`src/rtl/gpio_port_pkg.sv`:
```
package gpio_port_pkg;
  typedef enum logic [1:0] {
    PM_QUASI = 2'b00,
    PM_PUSH  = 2'b01,
    PM_INPUT = 2'b10,
    PM_OPEN  = 2'b11
  } pin_mode_e;

  localparam int ADDR_W = 3;
  localparam logic [ADDR_W-1:0] A_DATA  = 3'd0;
  localparam logic [ADDR_W-1:0] A_MODEA = 3'd1;
  localparam logic [ADDR_W-1:0] A_MODEB = 3'd2;
  localparam logic [ADDR_W-1:0] A_CTRL  = 3'd3;
  localparam logic [ADDR_W-1:0] A_PINS  = 3'd4;
endpackage

```
`src/rtl/gpio_regs.sv`:
```
module gpio_regs
  import gpio_port_pkg::*;
#(
  parameter int NPINS = 2,
  parameter int DW    = 8,
  parameter int IDXW  = 1
) (
  input  logic              clk,
  input  logic              rst_n,
  input  logic              wr_en,
  input  logic [ADDR_W-1:0] wr_addr,
  input  logic [DW-1:0]     wr_data,
  input  logic              bit_wr_en,
  input  logic [IDXW-1:0]   bit_idx,
  input  logic              bit_val,
  input  logic [ADDR_W-1:0] rd_addr,
  input  logic [NPINS-1:0]  pin_lvl,
  output logic [DW-1:0]     rd_data,
  output logic [NPINS-1:0]  data_q,
  output logic [NPINS-1:0]  mode_a_q,
  output logic [NPINS-1:0]  mode_b_q,
  output logic              ckout_en
);
  logic wdata_unused;
  assign wdata_unused = ^wr_data[DW-1:NPINS];

  logic byte_to_data;
  assign byte_to_data = wr_en && (wr_addr == A_DATA);

  always_ff @(posedge clk or negedge rst_n) begin
    if (!rst_n) begin
      data_q   <= '1;
      mode_a_q <= '0;
      mode_b_q <= '0;
      ckout_en <= 1'b0;
    end else begin
      if (byte_to_data) begin
        data_q <= wr_data[NPINS-1:0];
      end else if (bit_wr_en) begin
        for (int i = 0; i < NPINS; i++) begin
          if (bit_idx == IDXW'(i)) data_q[i] <= bit_val;
        end
      end
      if (wr_en && wr_addr == A_MODEA) mode_a_q <= wr_data[NPINS-1:0];
      if (wr_en && wr_addr == A_MODEB) mode_b_q <= wr_data[NPINS-1:0];
      if (wr_en && wr_addr == A_CTRL)  ckout_en <= wr_data[0];
    end
  end

  always_comb begin
    rd_data = '0;
    case (rd_addr)
      A_DATA:  rd_data[NPINS-1:0] = data_q;
      A_MODEA: rd_data[NPINS-1:0] = mode_a_q;
      A_MODEB: rd_data[NPINS-1:0] = mode_b_q;
      A_CTRL:  rd_data[0]         = ckout_en;
      A_PINS:  rd_data[NPINS-1:0] = pin_lvl;
      default: rd_data = '0;
    endcase
  end

  AST_BIT_WRITE_LANDS: assert property (@(posedge clk) disable iff (!rst_n)
    (bit_wr_en && !byte_to_data) |=> data_q[$past(bit_idx)] == $past(bit_val));

  AST_BIT_WRITE_NEIGHBOUR: assert property (@(posedge clk) disable iff (!rst_n)
    (bit_wr_en && !byte_to_data) |=>
      ((data_q ^ $past(data_q)) & ~(NPINS'(1) << $past(bit_idx))) == '0);

  AST_HIGH_ADDR_IGNORED: assert property (@(posedge clk) disable iff (!rst_n)
    (wr_en && wr_addr > A_CTRL && !bit_wr_en) |=>
      ($stable(data_q) && $stable(mode_a_q) && $stable(mode_b_q) && $stable(ckout_en)));
endmodule

```
`src/rtl/gpio_sync.sv`:
```
module gpio_sync #(
  parameter int NPINS = 2
) (
  input  logic             clk,
  input  logic             rst_n,
  input  logic [NPINS-1:0] pad_in,
  output logic [NPINS-1:0] pin_lvl
);
  logic [NPINS-1:0] stage1;

  always_ff @(posedge clk or negedge rst_n) begin
    if (!rst_n) begin
      stage1  <= '0;
      pin_lvl <= '0;
    end else begin
      stage1  <= pad_in;
      pin_lvl <= stage1;
    end
  end

  logic [1:0] age;
  always_ff @(posedge clk or negedge rst_n) begin
    if (!rst_n)          age <= '0;
    else if (age != 2'd2) age <= age + 2'd1;
  end

  AST_SYNC_TWO_LAG: assert property (@(posedge clk) disable iff (!rst_n)
    (age == 2'd2) |-> pin_lvl == $past(pad_in, 2));
endmodule

```
`src/rtl/gpio_clkdiv.sv`:
```
module gpio_clkdiv (
  input  logic clk,
  input  logic rst_n,
  input  logic en,
  output logic div_q
);
  always_ff @(posedge clk or negedge rst_n) begin
    if (!rst_n)  div_q <= 1'b0;
    else if (en) div_q <= ~div_q;
    else         div_q <= 1'b0;
  end

  AST_DIV_STARTS_LOW: assert property (@(posedge clk) disable iff (!rst_n)
    $rose(en) |-> !div_q);

  AST_DIV_INVERTS: assert property (@(posedge clk) disable iff (!rst_n)
    (en && $past(en)) |-> div_q != $past(div_q));
endmodule

```
`src/rtl/gpio_pin_drv.sv`:
```
module gpio_pin_drv
  import gpio_port_pkg::*;
#(
  parameter int PULSE_CYC = 2
) (
  input  logic      clk,
  input  logic      rst_n,
  input  pin_mode_e mode,
  input  logic      dat,
  output logic      hi,
  output logic      lo,
  output logic      pu
);
  localparam int CW = $clog2(PULSE_CYC + 1);

  logic          prev_q;
  logic [CW-1:0] left_q;
  logic          rise;
  logic          boost;

  assign rise  = dat && !prev_q;
  assign boost = dat && (rise || left_q != '0);

  always_ff @(posedge clk or negedge rst_n) begin
    if (!rst_n) begin
      prev_q <= 1'b1;
      left_q <= '0;
    end else begin
      prev_q <= dat;
      if (rise)               left_q <= CW'(PULSE_CYC - 1);
      else if (left_q != '0)  left_q <= left_q - CW'(1);
    end
  end

  always_comb begin
    hi = 1'b0;
    lo = 1'b0;
    pu = 1'b0;
    unique case (mode)
      PM_QUASI: begin hi = boost; lo = !dat; pu = dat; end
      PM_PUSH:  begin hi = dat;   lo = !dat;           end
      PM_INPUT: begin                                  end
      PM_OPEN:  begin             lo = !dat;           end
      default:  begin                                  end
    endcase
  end

  logic [CW:0] qb_run;
  always_ff @(posedge clk or negedge rst_n) begin
    if (!rst_n)                               qb_run <= '0;
    else if (!(hi && mode == PM_QUASI))       qb_run <= '0;
    else if (qb_run != {(CW+1){1'b1}})        qb_run <= qb_run + 1'b1;
  end

  AST_QB_BOOST_LEN: assert property (@(posedge clk) disable iff (!rst_n)
    qb_run <= (CW+1)'(PULSE_CYC));

  AST_PP_ONE_SIDE: assert property (@(posedge clk) disable iff (!rst_n)
    (mode == PM_PUSH) |-> (hi != lo) && !pu);

  AST_OD_NEVER_HIGH: assert property (@(posedge clk) disable iff (!rst_n)
    (mode == PM_OPEN) |-> !hi && !pu);

  AST_IN_ALL_OFF: assert property (@(posedge clk) disable iff (!rst_n)
    (mode == PM_INPUT) |-> $countones({hi, lo, pu}) == 0);
endmodule

```
`src/rtl/gpio_mode_port.sv`:
```
module gpio_mode_port
  import gpio_port_pkg::*;
#(
  parameter int NPINS     = 2,
  parameter int DW        = 8,
  parameter int PULSE_CYC = 2,
  localparam int IDXW     = (NPINS > 1) ? $clog2(NPINS) : 1
) (
  input  logic              clk,
  input  logic              rst_n,
  input  logic              reg_wr_en,
  input  logic [ADDR_W-1:0] reg_addr,
  input  logic [DW-1:0]     reg_wdata,
  input  logic              bit_wr_en,
  input  logic [IDXW-1:0]   bit_idx,
  input  logic              bit_val,
  input  logic [ADDR_W-1:0] rd_addr,
  output logic [DW-1:0]     rd_data,
  input  logic [NPINS-1:0]  pad_in,
  output logic [NPINS-1:0]  drv_hi,
  output logic [NPINS-1:0]  drv_lo,
  output logic [NPINS-1:0]  pull_up
);
  logic [NPINS-1:0] data_q, mode_a_q, mode_b_q, pin_lvl, eff_dat;
  logic             ckout_en, div_q;

  gpio_regs #(.NPINS(NPINS), .DW(DW), .IDXW(IDXW)) u_regs (
    .clk(clk), .rst_n(rst_n),
    .wr_en(reg_wr_en), .wr_addr(reg_addr), .wr_data(reg_wdata),
    .bit_wr_en(bit_wr_en), .bit_idx(bit_idx), .bit_val(bit_val),
    .rd_addr(rd_addr), .pin_lvl(pin_lvl), .rd_data(rd_data),
    .data_q(data_q), .mode_a_q(mode_a_q), .mode_b_q(mode_b_q),
    .ckout_en(ckout_en)
  );

  gpio_sync #(.NPINS(NPINS)) u_sync (
    .clk(clk), .rst_n(rst_n), .pad_in(pad_in), .pin_lvl(pin_lvl)
  );

  gpio_clkdiv u_div (
    .clk(clk), .rst_n(rst_n), .en(ckout_en), .div_q(div_q)
  );

  always_comb begin
    eff_dat = data_q;
    if (ckout_en) eff_dat[0] = div_q;
  end

  for (genvar g = 0; g < NPINS; g++) begin : g_pin
    pin_mode_e mode;
    assign mode = pin_mode_e'({mode_a_q[g], mode_b_q[g]});
    gpio_pin_drv #(.PULSE_CYC(PULSE_CYC)) u_drv (
      .clk(clk), .rst_n(rst_n), .mode(mode), .dat(eff_dat[g]),
      .hi(drv_hi[g]), .lo(drv_lo[g]), .pu(pull_up[g])
    );
  end

  AST_PIN1_KEEPS_DATA: assert property (@(posedge clk) disable iff (!rst_n)
    (NPINS > 1 && mode_a_q[NPINS-1] == 1'b0 && mode_b_q[NPINS-1] == 1'b1) |->
      drv_hi[NPINS-1] == data_q[NPINS-1]);
endmodule

```
`config.mk`:
```
export PLATFORM = sky130hd
export DESIGN_NAME = gpio_mode_port
export DESIGN_NICKNAME = d
export VERILOG_FILES = /design/src/rtl/gpio_port_pkg.sv /design/src/rtl/gpio_regs.sv /design/src/rtl/gpio_sync.sv /design/src/rtl/gpio_clkdiv.sv /design/src/rtl/gpio_pin_drv.sv /design/src/rtl/gpio_mode_port.sv
export SDC_FILE = /design/constraint.sdc
export NUM_CORES = 1
export LEC_CHECK = 0
export BUFFER_PORTS_ARGS = -buffer_cell sky130_fd_sc_hd__buf_2
export CAP_MARGIN = 10
export CORE_UTILIZATION = 32
export CTS_CLUSTER_DIAMETER = 200
export DETAILED_ROUTE_END_ITERATION = 12
export MAX_ROUTING_LAYER = met4
export PLACE_DENSITY_LB_ADDON = 0.05
export SKIP_CTS_REPAIR_TIMING = 1
export SYNTH_ARGS = -nofsm -noshare
export SYNTH_HDL_FRONTEND = slang
export SYNTH_SLANG_ARGS = --single-unit
```
`constraint.sdc`:
```
create_clock -name clk -period 1.2 [get_ports clk]
set_input_delay 0.12 -clock clk [delete_from_list [all_inputs] [get_ports clk]]
set_output_delay 0.12 -clock clk [all_outputs]
set_load 0.01 [all_outputs]
```
==> Word level (Yosys, flattened, before mapping) <==
Cells that the tools add are included.
{ "word_totals": {"regBits": 18, "latchBits": 0, "ram_bits": 0, "romBits": 0, "input_bits": 22, "memories": 0} }
{ "op_classes": {"n_addsub": 2, "mul": 0, "div_mod_pow": 0, "n_lt_le_gt_ge": 0, "eq_ne": 12, "n_shift": 0, "muxes": 18, "bitwise": 1, "reduce_logical": 28} }
{ "ops": {"columns": ["op", "n"], "rows": [
  ["3-bit by 2-bit == test with 1-bit output (second input constant)", 4],
  ["2-bit two-way mux", 6],
  ["2-bit nonzero test", 6],
  ["1-bit logical AND", 8],
  ["1-bit two-way mux", 8],
  ["3-bit by 1-bit == test with 1-bit output (second input constant)", 2],
  ["3-bit logical NOT", 2],
  ["3-bit OR reduction", 2],
  ["1-bit case mux with 5 select lines", 1],
  ["2-bit by 1-bit == test with 1-bit output (second input constant)", 2],
  ["2-bit == test (second input constant)", 2],
  ["1-bit logical NOT", 4],
  ["2-bit logical NOT", 2],
  ["1-bit case mux with 2 select lines", 2],
  ["1-bit case mux with 4 select lines", 1],
  ["2-bit AND reduction", 2],
  ["2-bit by 1-bit subtractor with 2-bit output (second input constant)", 2],
  ["3-bit == test (second input constant)", 1],
  ["1-bit logical OR", 2],
  ["2-bit by 1-bit != test with 1-bit output (second input constant)", 1],
  ["1-bit inverter", 1]
]} }

==> Logic depth before layout (Yosys ltp) <==
{ "depth": {"word_depth": 5, "depth_mapped": 5} }

==> Modules after synthesis <==
Synthesis repeated with hierarchy kept, for this count alone.
{ "unflattened": {"cells_unflattened": 83, "hier_area_um2": 947.2} }
{ "modules_own_cells": {"columns": ["module", "n_inst", "cells_each", "area_each_um2", "seq_area_each_um2"], "rows": [
  ["gpio_regs", 1, 42, 465.4, 177.7],
  ["gpio_pin_drv", 2, 17, 163.9, 76.3],
  ["gpio_sync", 1, 4, 100.1, 100.1],
  ["gpio_clkdiv", 1, 2, 38.8, 25.0],
  ["gpio_mode_port", 1, 1, 15.0, 0.0]
]} }

==> Least setup slack after synthesis <==
No wires, ideal clock.
{ "synth_timing": {"path_kind": "reg2out", "from": "register u_regs.data_q[0]", "to": "output drv_hi[0]", "t_arrival_ns": 1.021, "setup_slack_ns": 0.059, "stages_incl_launch_ff": 4, "path_buffers": 1, "path_cell_list": "dfstp_2 -> mux2i_1 -> a311oi_1 -> buf_4"} }
{ "synth_between": {"elab_chain_len": 5} }
{ "synth_rtl": {"columns": ["element", "line", "source"], "rows": [
  ["from (decl)", "gpio_regs.sv:19", "output logic [NPINS-1:0] data_q,"],
  ["from (signal assigned)", "gpio_regs.sv:38", "data_q <= wr_data[NPINS-1:0];"],
  ["from (signal, indexed assignment)", "gpio_regs.sv:41", "if (bit_idx == IDXW'(i)) data_q[i] <= bit_val;"],
  ["1-bit two-way mux (*)", "gpio_mode_port.sv:46", "if (ckout_en) eff_dat[0] = div_q;"],
  ["1-bit logical AND", "gpio_pin_drv.sv:21", "assign rise = dat && !prev_q;"],
  ["1-bit logical OR", "gpio_pin_drv.sv:22", "assign boost = dat && (rise || left_q != '0);"],
  ["1-bit logical AND", "gpio_pin_drv.sv:22", null],
  ["1-bit case mux with 2 select lines (*)", "gpio_pin_drv.sv:39", "unique case (mode)"],
  ["to (decl)", "gpio_mode_port.sv:20", "output logic [NPINS-1:0] drv_hi,"]
]} }
Every way passes the cells marked *; elsewhere a longest branch is shown, timed or not.

==> Final worst setup path <==
{ "layout_timing": {"from": "register u_regs.data_q[1]", "to": "output rd_data[1]"} }
{ "layout_between": {"elab_chain_len": 1} }
{ "layout_rtl": {"columns": ["element", "line", "source"], "rows": [
  ["1-bit case mux with 4 select lines", "gpio_regs.sv:52", "case (rd_addr)"],
  ["to (decl)", "gpio_mode_port.sv:18", "output logic [DW-1:0] rd_data,"]
]} }
Every way passes these cells.

==> flow_summary.toml <==
[power_and_ir_drop]
seq_power_share_pct = 41.1
leakage_nw = 0.588
powerDensity_mw_per_mm2 = 1750
comb_power_share_pct = 41.4
ir_drop_mv = 0.897
p_switching_w = 0.000723
p_int_w = 0.00144
p_sw_share_pct = 33.5
p_clk_share_pct = 17.5

[grt]
use_met2_pct = 22.0
use_met3_pct = 3.00
grt_util_met1_pct = 14.0
grt_first_pass_wirelength_um = 3040
antenna_found_initial = 0
overflow = 0
grt_max_degree = 19
track_usage_pct = 12.6
top_usage_layer = "met2"
grt_pass1_vias = 713

[placement]
numPortBuffers = 23
gp_congestion = 0.705
dp_hpwl_um = 1300
dp_cells = 142

[setup_path]
arrival_ns = 1.41
cp.required_ns = 1.08
endpoint_kind = "output port"
start_kind = "flip-flop"
crit_type = "reg -> out"
cp_max_fo = 3

[final_layout]
final_cells = 154
nNetsFinal = 148
antenna_cells = 0
fill_cells = 288
multiInputGateArea_um2 = 452
final-seq-area_um2 = 457
area_growth_pct = 29.2
drive_gt1_share_pct = 44.7

[sta]
skew_ns = 0.00777
hold_viol = 0
final_max_slew_viol_count = 0
rsz0062_at_grt = "yes"
setup_viol = 8
timing.final.crit_share_pct = 127
whs_ns = 0.0580
layout_min_cycle_time_ns = 1.53
worst_slack_ns = -0.329
max_clock_freq_mhz = 654

[clocking]
cts_buffers = 3
ctsLongestPathBuffers = 2
cts_tree = "yes"
clkLatencyLatePin_ns = 0.29
cts.sinks = 18
clk_pin_slew_ns = 0.11
clock-root-buffer = "clkbuf_4"
htreeDepth = 1

[synthesis]
ys_types = 28
synth_top_area_cell = "dfrtp_1"
synth.avg_cell_area_um2 = 10.5
ys_warn_count = 0
synth-edff-count = 0
yosysSeqAreaShare_pct = 47.7
async_flop_share_pct = 100
synth_top_area_share_pct = 36.7
synth_commonest_cells = "dfrtp_1, buf_4, inv_1, nand2_1, o21ai_0"
synth.most_common_cell = "dfrtp_1"
ys.flop_type = "dfrtp_1"
synthTopCellsByArea = "dfrtp_1, dfstp_2, buf_4"
netlist_instances = 91
netlist_area_um2 = 955
ys_ff_latch = 18

[routing]
post_drt_wl_per_cell_um = 11.4
ant_nets = 0
drtIter0Drc = 11
vias = 724
drt_pass1_iterations = 4
drc = 0
vias_per_cell = 4.70
drt-total-wl_um = 1760

[floorplanning]
dieArea_mm2 = 0.00321
chipWidth_um = 56.6
pin_count = 36
die-height_um = 56.6
core-area_mm2 = 0.00278
fp-row-count = 19
start_util_pct = 34.3

[outcome]
status = "finished with violations"
violations = "setup timing"

[job]
cap_violations = 0

[min_path]
hold_class = "in -> reg"
==> placed cells by master, fill, tap and decap left out, drive strengths merged <==
master / Yosys / layout
conb: 1 / 6
nand2: 6 / 6
ha: 2 / 2
inv: 8 / 8
dfrtp: 14 / 14
a21o: 1 / 1
nor3: 1 / 1
nand3b: 3 / 3
o21a: 2 / 2
mux2: 4 / 4
mux2i: 5 / 5
nor2: 5 / 5
and4bb: 2 / 2
xnor2: 1 / 1
clkbuf: 0 / 4
nand4b: 1 / 1
xor2: 1 / 1
nand2b: 1 / 1
nor4b: 1 / 1
buf: 12 / 32
o32ai: 1 / 1
o21ai: 6 / 6
dfstp: 4 / 4
nor2b: 2 / 2
a311oi: 1 / 1
a31oi: 1 / 1
dlygate4sd3: 0 / 3
a21oi: 5 / 5
==> worst paths after layout <==
kind                                             to        startpoint  slack [ns]  cells past startpoint
setup reg to reg           g_pin[0].u_drv.left_q[1]   u_regs.ckout_en        0.12                      4
min in group asynchronous        u_regs.mode_a_q[0]             rst_n        0.28                      2
hold reg to reg                   u_sync.pin_lvl[0]  u_sync.stage1[0]        0.36                      0
max in group asynchronous          u_regs.data_q[1]             rst_n        0.59                      2
hold / removal                     u_regs.data_q[0]      reg_wdata[0]        0.06                      3
setup / recovery                         rd_data[1]  u_regs.data_q[1]       -0.33                      3
==> metrics by stage <==
step	TNS, ns	power, W	worst slack, ns	area [um^2]	utilization (%)
floorplan	0	0.00139	0.0591	973	-
global placement	0	0.00156	0.00426	1070	38.4
detailed placement	-0.00589	0.00158	-0.00589	1070	38.4
CTS	-1.97	0.00196	-0.357	1100	39.7
global route	-2.28	0.00234	-0.383	1230	44.4
finish	-1.75	0.00216	-0.329	1230	44.4
==> flip-flops by register name (all words and copies together), names as in the netlist <==
signal,cells
u_regs.mode_a_q,2
u_sync.pin_lvl,2
g_pin.u_drv.prev_q,2
g_pin.u_drv.left_q,4
u_regs.ckout_en,1
u_div.div_q,1
u_regs.data_q,2
u_sync.stage1,2
u_regs.mode_b_q,2
==> routing by layer <==
layer | routed length [um] | part of all wire [%]
met1 | 768 | 44
met2 | 897 | 51
met3 | 78 | 4.4
met4 | 13 | 0.74
met5 | 0 | 0
==> cell type report <==
cell class	count	share of cell area (%)
flip-flops and latches	18	37.0
multi-input cells	58	36.6
repair buffers	35	17.8
well taps	31	3.14
clock buffers	4	2.94
inverters	8	2.43
==> power by group through the flow <==
stage	sequential, W	combinational, W	clock [W]
6_report	0.000887	0.000893	0.000378
5_1_grt	0.000913	0.00100	0.000422
4_1_cts	0.000874	0.000696	0.000395
3_5_place_dp	0.000885	0.000693	0
3_3_place_gp	0.000881	0.000675	0
2_1_floorplan	0.000863	0.000530	0
==> cell families (layout without fill, tap and decap cells) <==
family | Yosys count | after routing | share of synthesized area, %
flip-flops | 18 | 18 | 47.7
AND/OR/NAND/NOR | 22 | 22 | 14.3
buffers and inverters | 20 | 47 | 12.6
multiplexers | 9 | 9 | 9.96
XOR/XNOR | 2 | 2 | 1.84
AO/OA/AOI/OAI | 17 | 17 | 10.6
adder cells (fa/ha/maj) | 2 | 2 | 2.62
other | 1 | 6 | 0.393
==> worst max-delay path, stage by stage (launching register included) <==
cell and delay, ns:
dfstp_2 0.57, mux2i_1 0.07, o32ai_1 0.30, buf_2 0.19
Note: power is estimated with default switching activity, not from simulation.
